**src/rtl/wbrb_pkg.sv**
```systemverilog
package wbrb_pkg;
    localparam int ADDR_W = 16;
    localparam int DATA_W = 32;

    typedef struct packed {
        logic [ADDR_W-1:0] addr;
        logic [DATA_W-1:0] data;
    } wb_entry_t;

    typedef enum logic {
        ARB_IDLE = 1'b0,
        ARB_BUSY = 1'b1
    } arb_state_e;

    typedef enum logic {
        OP_WRITE = 1'b0,
        OP_READ  = 1'b1
    } mem_op_e;

    function automatic int ptr_width(input int depth);
        return (depth > 1) ? $clog2(depth) : 1;
    endfunction
endpackage

```
**src/rtl/wbrb_fifo.sv**
```systemverilog
module wbrb_fifo
    import wbrb_pkg::*;
#(
    parameter int DEPTH = 4,
    localparam int PW = ptr_width(DEPTH),
    localparam int CW = PW + 1
) (
    input  logic            clk,
    input  logic            rst,
    input  logic            push,
    input  wb_entry_t       push_entry,
    input  logic            pop,
    output wb_entry_t       slots [DEPTH],
    output logic [PW-1:0]   head_ptr,
    output logic [CW-1:0]   count,
    output logic            full,
    output logic            empty
);
    wb_entry_t     store_q [DEPTH];
    logic [PW-1:0] wr_ptr;

    always_ff @(posedge clk) begin
        if (rst) begin
            wr_ptr   <= '0;
            head_ptr <= '0;
            count    <= '0;
        end else begin
            if (push) wr_ptr <= wr_ptr + 1'b1;
            if (pop)  head_ptr <= head_ptr + 1'b1;
            count <= count + CW'(push) - CW'(pop);
        end
    end

    always_ff @(posedge clk) begin
        if (push) store_q[wr_ptr] <= push_entry;
    end

    assign slots = store_q;
    assign full  = (count == CW'(DEPTH));
    assign empty = (count == '0);
endmodule

```
**src/rtl/wbrb_match.sv**
```systemverilog
module wbrb_match
    import wbrb_pkg::*;
#(
    parameter int DEPTH = 4,
    localparam int PW = ptr_width(DEPTH),
    localparam int CW = PW + 1
) (
    input  wb_entry_t          slots [DEPTH],
    input  logic [PW-1:0]      head_ptr,
    input  logic [CW-1:0]      count,
    input  logic [ADDR_W-1:0]  lookup_addr,
    output logic               hit,
    output logic [DATA_W-1:0]  hit_data
);
    // Walk from oldest to youngest; a later match overrides an earlier one.
    always_comb begin
        logic [PW-1:0] idx;
        hit      = 1'b0;
        hit_data = '0;
        idx      = '0;
        for (int k = 0; k < DEPTH; k++) begin
            idx = head_ptr + PW'(k);
            if ((CW'(k) < count) && (slots[idx].addr == lookup_addr)) begin
                hit      = 1'b1;
                hit_data = slots[idx].data;
            end
        end
    end
endmodule

```
**src/rtl/wbrb_port_arb.sv**
```systemverilog
module wbrb_port_arb
    import wbrb_pkg::*;
#(
    parameter int MEM_LAT = 4,
    localparam int LW = (MEM_LAT > 1) ? $clog2(MEM_LAT) : 1
) (
    input  logic clk,
    input  logic rst,
    input  logic rd_go,
    input  logic wr_go,
    output logic grant_rd,
    output logic grant_wr,
    output logic rd_busy,
    output logic rd_capture
);
    arb_state_e    state;
    mem_op_e       op;
    logic [LW-1:0] cnt;
    logic          idle;

    assign idle       = (state == ARB_IDLE);
    assign grant_rd   = idle && rd_go;
    assign grant_wr   = idle && !rd_go && wr_go;
    assign rd_busy    = (state == ARB_BUSY) && (op == OP_READ);
    assign rd_capture = rd_busy && (cnt == '0);

    always_ff @(posedge clk) begin
        if (rst) begin
            state <= ARB_IDLE;
            op    <= OP_WRITE;
            cnt   <= '0;
        end else if (idle) begin
            if (grant_rd || grant_wr) begin
                state <= ARB_BUSY;
                op    <= grant_rd ? OP_READ : OP_WRITE;
                cnt   <= LW'(MEM_LAT - 1);
            end
        end else if (cnt == '0) begin
            state <= ARB_IDLE;
        end else begin
            cnt <= cnt - 1'b1;
        end
    end
endmodule

```
**src/rtl/wbrb_top.sv**
```systemverilog
module wbrb_top
    import wbrb_pkg::*;
#(
    parameter int DEPTH   = 4,
    parameter int MEM_LAT = 4,
    localparam int PW = ptr_width(DEPTH),
    localparam int CW = PW + 1
) (
    input  logic              clk,
    input  logic              rst,
    input  logic              mode,
    input  logic              st_valid,
    input  logic [ADDR_W-1:0] st_addr,
    input  logic [DATA_W-1:0] st_data,
    output logic              st_ready,
    output logic              buf_full,
    output logic              buf_empty,
    input  logic              rd_req,
    input  logic [ADDR_W-1:0] rd_addr,
    output logic              rd_resp_valid,
    output logic [DATA_W-1:0] rd_resp_data,
    output logic              mem_req,
    output logic              mem_we,
    output logic [ADDR_W-1:0] mem_addr,
    output logic [DATA_W-1:0] mem_wdata,
    input  logic [DATA_W-1:0] mem_rdata
);
    wb_entry_t         slots [DEPTH];
    wb_entry_t         head_entry;
    logic [PW-1:0]     head_ptr;
    logic [CW-1:0]     count;
    logic              push, pop;
    logic              lk_hit;
    logic [DATA_W-1:0] lk_data;
    logic              rd_pend, fwd, rd_go;
    logic              grant_rd, grant_wr, rd_busy, rd_capture;

    assign st_ready = !buf_full;
    assign push     = st_valid && st_ready;
    assign pop      = grant_wr;

    wbrb_fifo #(.DEPTH(DEPTH)) u_fifo (
        .clk(clk), .rst(rst),
        .push(push), .push_entry('{addr: st_addr, data: st_data}), .pop(pop),
        .slots(slots), .head_ptr(head_ptr), .count(count),
        .full(buf_full), .empty(buf_empty)
    );

    wbrb_match #(.DEPTH(DEPTH)) u_match (
        .slots(slots), .head_ptr(head_ptr), .count(count),
        .lookup_addr(rd_addr), .hit(lk_hit), .hit_data(lk_data)
    );

    // A read is live until answered and not already in flight.
    assign rd_pend = rd_req && !rd_resp_valid && !rd_busy;
    assign fwd     = rd_pend && mode && lk_hit;
    assign rd_go   = rd_pend && (mode ? !lk_hit : buf_empty);

    wbrb_port_arb #(.MEM_LAT(MEM_LAT)) u_arb (
        .clk(clk), .rst(rst),
        .rd_go(rd_go), .wr_go(!buf_empty),
        .grant_rd(grant_rd), .grant_wr(grant_wr),
        .rd_busy(rd_busy), .rd_capture(rd_capture)
    );

    assign head_entry = slots[head_ptr];
    assign mem_req    = grant_rd || grant_wr;
    assign mem_we     = grant_wr;
    assign mem_addr   = grant_wr ? head_entry.addr : rd_addr;
    assign mem_wdata  = head_entry.data;

    always_ff @(posedge clk) begin
        if (rst) begin
            rd_resp_valid <= 1'b0;
            rd_resp_data  <= '0;
        end else begin
            rd_resp_valid <= fwd || rd_capture;
            if (fwd)             rd_resp_data <= lk_data;
            else if (rd_capture) rd_resp_data <= mem_rdata;
        end
    end
endmodule

```
**config.mk**
```make
export PLATFORM = sky130hd
export DESIGN_NAME = wbrb_top
export DESIGN_NICKNAME = d
export VERILOG_FILES = /design/src/rtl/wbrb_pkg.sv /design/src/rtl/wbrb_fifo.sv /design/src/rtl/wbrb_match.sv /design/src/rtl/wbrb_port_arb.sv /design/src/rtl/wbrb_top.sv
export SDC_FILE = /design/constraint.sdc
export NUM_CORES = 1
export LEC_CHECK = 0
export ABC_AREA = 1
export CORE_MARGIN = 2
export CORE_UTILIZATION = 60
export DETAILED_ROUTE_END_ITERATION = 8
export PLACE_DENSITY_LB_ADDON = 0.2
export SKIP_LAST_GASP = 1
export SYNTH_ARGS = -nofsm -noshare
export SYNTH_HDL_FRONTEND = slang
export SYNTH_SLANG_ARGS = --single-unit
```
**constraint.sdc**
```tcl
create_clock -name clk -period 8.6 [get_ports clk]
set_clock_uncertainty 0.15 [all_clocks]
set_input_delay 2.58 -clock clk [delete_from_list [all_inputs] [get_ports clk]]
set_output_delay 2.58 -clock clk [all_outputs]
set_load 0.05 [all_outputs]
```
# Word-level counts from Yosys, hierarchy flattened

Index checks and enable logic that the tools add are counted.

Add/subtract/negate cells: 7
Order comparisons: 10
Eq/ne operators: 6
Mux-type cells: 34
Bitwise logic cells: 6
Reductions and logical operators: 30

Operators with widths:

| cell                | number |
|---|---|
| $mux 48             | 9 |
| $bmux 48 s2         | 4 |
| $bwmux 192          | 1 |
| $mux 32             | 6 |
| $demux 48 s2        | 1 |
| $eq 16x16->1        | 4 |
| $logic_and 1x1->1   | 16 |
| $mux 16             | 1 |
| $ge 3x3->1 const B  | 5 |
| $not 2->3           | 5 |
| $mux 1              | 9 |
| $logic_not 1->1     | 6 |
| $lt 1x3->1 const A  | 2 |
| $lt 2x3->1 const A  | 2 |
| $mux 2              | 3 |
| $add 2x1->2 const B | 2 |
| $add 2x2->2 const B | 2 |
| $reduce_and 2->1    | 2 |
| $reduce_bool 2->1   | 2 |
| $add 3x1->3         | 1 |
| $eq 3x3->1 const B  | 1 |
| $logic_not 3->1     | 1 |
| $lt 3x1->1 const B  | 1 |
| $sub 3x1->3         | 1 |
| other kinds (5)     | 6 |

Register bits after elaboration: 236
Bits of input ports: 101

# Logic depth before layout (Yosys ltp)

Word-level depth: 19
Depth in mapped cells: 25

# Hierarchy

Synthesis repeated with hierarchy kept, for this count alone.

Cells, all modules: 2446
Area total of the unflattened synthesis: 16853.7 µm²

Modules (own cells, without submodules):

| module        | times used | cells each | area each (µm²) | seq. area each (µm²) |
|---|---|---|---|---|
| wbrb_match    | 1          | 1514       | 7040.5          | 0.0 |
| wbrb_fifo     | 1          | 244        | 6177.2          | 5905.7 |
| wbrb_top      | 1          | 654        | 3418.3          | 660.6 |
| wbrb_port_arb | 1          | 34         | 217.7           | 80.1 |

# Worst setup path before layout

Ideal clock, no wire load.

Path type: in2out
Start point: input rd_addr[4]
End point: output mem_addr[1]
Data arrival time: 5031 ps
Data required time: 5870 ps
Path slack: 839 ps
Cell stages on the path: 14
Buffers on the path: 1
Cells stage by stage: clkbuf_1 -> inv_1 -> nand3_1 -> nand2_1 -> nor2_1 -> nand3_1 -> nor2_1 -> nand2_1 -> nand2_1 -> o21ai_0 -> nand2_1 -> nand2_1 -> inv_1 -> o21ai_0

Cells in the longest elaborated chain, start to end: 13

RTL lines:

| item                             | RTL line            | RTL |
|---|---|---|
| start: declaration               | wbrb_top.sv:19      | `input logic [ADDR_W-1:0] rd_addr,` |
| $eq 16x16->1                     | wbrb_match.sv:23    | `if ((CW'(k) < count) && (slots[idx].addr == lookup_addr)) begin` |
| $logic_and 1x1->1                | wbrb_match.sv:23    |  |
| $mux 1 (3 in a row)              | wbrb_match.sv:23    |  |
| $mux 1 *                         | wbrb_match.sv:23    |  |
| $logic_not 1->1 *                | wbrb_top.sv:57      | `assign rd_go = rd_pend && (mode ? !lk_hit : buf_empty);` |
| $mux 1 *                         | wbrb_top.sv:57      |  |
| $logic_and 1x1->1 *              | wbrb_top.sv:57      |  |
| $logic_not 1->1 *                | wbrb_port_arb.sv:23 | `assign grant_wr = idle && !rd_go && wr_go;` |
| $logic_and 1x1->1 * (2 in a row) | wbrb_port_arb.sv:23 |  |
| named net mem_we                 | wbrb_top.sv:23      | `output logic mem_we,` |
| $mux 16 *                        | wbrb_top.sv:69      | `assign mem_addr = grant_wr ? head_entry.addr : rd_addr;` |
| end: declaration                 | wbrb_top.sv:24      | `output logic [ADDR_W-1:0] mem_addr,` |

Mark *: on every way through the listed nets, which the timed path passes. The rest lies on a longest branch.

# Worst setup path in the final report

Start point: input rd_addr[5]
End point: output mem_addr[13]

Cells in the longest elaborated chain, start to end: 13

RTL lines:

| item                             | RTL line |
|---|---|
| $eq 16x16->1                     | wbrb_match.sv:23 |
| $logic_and 1x1->1                | wbrb_match.sv:23 |
| $mux 1 (3 in a row)              | wbrb_match.sv:23 |
| $mux 1 *                         | wbrb_match.sv:23 |
| $logic_not 1->1 *                | wbrb_top.sv:57 |
| $mux 1 *                         | wbrb_top.sv:57 |
| $logic_and 1x1->1 *              | wbrb_top.sv:57 |
| $logic_not 1->1 *                | wbrb_port_arb.sv:23 |
| $logic_and 1x1->1 * (2 in a row) | wbrb_port_arb.sv:23 |
| $mux 16 *                        | wbrb_top.sv:69 |

Mark *: on every way between the ends. The rest lies on a longest branch, timed or not.

==> metrics.csv <==
stage,metric,value,unit
yosys,synthXorXnorAreaFrac,0.348,%
placement,dp_hpwl,28300,um
yosys,syn-instance-count,2171,
yosys,synth.top_cell.area_share,38.2,%
die,fp.dieH,163,um
clock_tree,cts.hold.buffers_added,0,
grt,grt_max_degree,113,
yosys,yosysWarnings,0,
clock_tree,cts.clk_slew.worst_paths,0.06,ns
die,dieWidth,163,um
grt,grt_pass1_vias,13500,
clock_tree,clock-root-buffer,clkbuf_16,
grt,grt_pass1_wl,68600,um
power,ir_drop,0.362,mV
placement,port-buffer-count,186,
worst_setup_path,cp-start-kind,input port,
drt,drc,0,
drt,drtPass1Iterations,6,
min_path,hp-class,flop to flop,
job,drv_cap,0,
yosys,synth_adder_area_share,0.879,%
worst_setup_path,cp-startpoint,rd_addr[5],
yosys,syn-cell-area,15100,um^2
drt,drt-wirelength-per-cell,16.7,um
worst_setup_path,cp_num_buf_inv,4,
die,top_level_ports,187,
worst_setup_path,cp_data_required_time,5.87,ns
placement,postPlaceCellArea,17100,um^2
yosys,synth-compound-area-share,13.9,%
drt,via_count,15000,
die,initial_utilization,60.4,%
yosys,yosysUniqueCellTypes,31,
finish,drive_gt1_share,5.79,%
worst_setup_path,worst_path_most_repeated_cell,nand2_1,
grt,grt_use_met3,3.77,%
sta,final_hold_viol_count,0,
worst_setup_path,crit_type,input port to output pin,
grt,use_met1,44.6,%
clock_tree,cts_sinks,236,
yosys,avgSynthCellArea,6.95,um^2
die,rows,58,
clock_tree,cts_tree,built,
yosys,synth_top_area_cell,edfxtp_1,
clock_tree,ctsResizeCount,0,
drt,viasPerCell,5.71,
clock_tree,htreeDepth,1,
power,leakagePower,0.00777,uW
power,total_power,6040,uW
yosys,synth.mux.area_fraction,0,%
die,core,25000,um^2
sta,finalSetupViolCount,0,
yosys,syn-num-nets,2282,
min_path,hp-start,u_arb.op,
drt,drtIter0Drc,1712,
worst_setup_path,end_kind,output pin,
worst_setup_path,cp_cell_sequence,clkdlybuf4s50_1 > inv_1 > nand3_1 > nand2_1 > nor2_1 > nand2_1 > nor2_1 > nand3_1 > nand2_1 > o21ai_0 > nand2_1 > nand2_1 > buf_4 > o21ai_0 > buf_12,
finish,stdcell_count,2628,
grt,grt.total_usage,32.8,%
sta,fin_setup_tns,0,ns
finish,final_nets,2387,
worst_setup_path,timing.critical_path.max_delay_family,buffers and inverters,
grt,busiest_layer,met2,
grt,use_met2,55.4,%
clock_tree,clock_latency,0.55,ns
worst_setup_path,crit_fanout,26,
drt,final_antenna_net_count,0,
worst_setup_path,critPathMaxStageDelay,0.66,ns
sta,tightestPinTransition,1.09,ns
finish,fin_area,18000,um^2
finish,syn2layout_area_growth,19.1,%
sta,rsz0062_at_grt,no,
sta,report.final.slew_viol_count,0,
worst_setup_path,arrival,5.45,ns
clock_tree,postCtsSetupRepairBufs,0,
sta,period_share,95.1,%
die,die_area,26400,um^2
yosys,synth_top_family_by_area,simple AND/OR/NAND/NOR gates,
yosys,seq_area_frac_synth,44.1,%
sta,fmaxAchievable,122,MHz
outcome,status,finished clean,
clock_tree,cts_buffer_depth,3,
sta,slew_headroom,26.6,%
yosys,ys_top_cells_by_area,"edfxtp_1 (38%), nand2_1 (21%), o21ai_0 (9.9%)",
worst_setup_path,timing.rr.start,u_fifo.head_ptr[0],
grt,antenna_found_initial,1,
placement,dp.cells,2577,
worst_setup_path,worst_path_max_delay_cell,clkdlybuf4s50_1,
sta,finalCriticalPeriod,8.18,ns
clock_tree,cts_inserted_buffers,27,
yosys,synth_seq_cells,236,
power,powerDensity,336,nW/um^2
placement,gp_congestion,1.00,
grt,overflow,0,
drt,totalWireLength,44000,um
yosys,synthSimpleGateAreaFrac,31.4,%
placed cells by master (no fill, tap or decap), drive strengths merged:
master and instances:
a21oi 44, and2 1, buf 39, bufinv 2, clkbuf 30, clkdlybuf4s50 168
clkinv 15, clkinvlp 3, dfxtp 44, diode 2, edfxtp 192, fa 1
ha 9, inv 206, nand2 828, nand3 126, nand3b 2, nand4 34
nor2 138, nor3 4, o211ai 9, o21ai 362, or2 33, xor2 6
cell usage after synthesis (all sizes together):
cell    number
a21oi       44
and2         1
buf         61
clkbuf      70
clkinv       1
dfxtp       44
edfxtp     192
fa           1
ha           9
inv        206
nand2      828
nand3      126
nand3b       2
nand4       34
nor2       138
nor3         4
o211ai       9
o21ai      362
or2         33
xor2         6
metal layers:
layer,share of wire [%],routed length [um]
met3,10,4570
met5,0,0
met4,3.1,1380
met2,46,20400
met1,40,17600
flip-flops by register name, indices dropped and copies added (netlist names):
signal           cells
u_arb.cnt            2
rd_resp_valid        1
u_arb.op             1
u_fifo.count         3
u_arb.state          1
rd_resp_data        32
u_fifo.slots       192
u_fifo.wr_ptr        2
u_fifo.head_ptr      2
power breakdown:
group | leakage [uW] | internal, uW | switching [uW]
clock | 0.000409 | 634 | 471
combinational | 0.00525 | 1050 | 2400
sequential | 0.00212 | 1370 | 112
total | 0.00777 | 3060 | 2980
area by class of cell:
type                    count  area (um^2)
clock inverters            19          154
multi-input cells        1597         7090
diodes                      2         5.00
repair buffers            207         2190
well taps                 330          413
fillers                  2027         7000
inverters                 207          781
flip-flops and latches    236         6650
clock buffers              30          687
logic make-up (layout without fill, tap and decap cells):
logic type | count (synthesis) | count (layout)
buffers and inverters | 338 | 463
AND/OR/NAND/NOR | 1166 | 1166
adder cells (fa/ha/maj) | 10 | 10
XOR/XNOR | 6 | 6
other | 0 | 2
AO/OA/AOI/OAI | 415 | 415
flip-flops | 236 | 236
worst reg2reg max path: cells and delay by family (launching register included):
| family | cells | cell delay (ns) |
|---|---|---|
| flops | 1 | 0.76 |
| simple gates | 17 | 4.47 |
| buf+inv | 2 | 0.88 |
per-stage QoR:
step	hold WS [ns]	utilization, %	worst slack, ns
4_1_cts	0.317	71.9	0.485
5_1_grt	0.358	72.0	0.192
2_1_floorplan	0.295	-	0.839
6_report	0.320	72.0	0.420
3_5_place_dp	0.307	68.6	0.496
3_3_place_gp	0.306	68.6	0.589
path summary, 6_finish.rpt:
check | end | depth (start not counted) | slack, ns
worst max register to register | rd_resp_data[6] | 19 | 2.22
worst min-delay path | u_arb.op | 2 | 0.32
worst max-delay path | mem_addr[13] | 15 | 0.42
worst min register to register | u_arb.op | 2 | 0.32
Power figures use the tool's default switching activity.
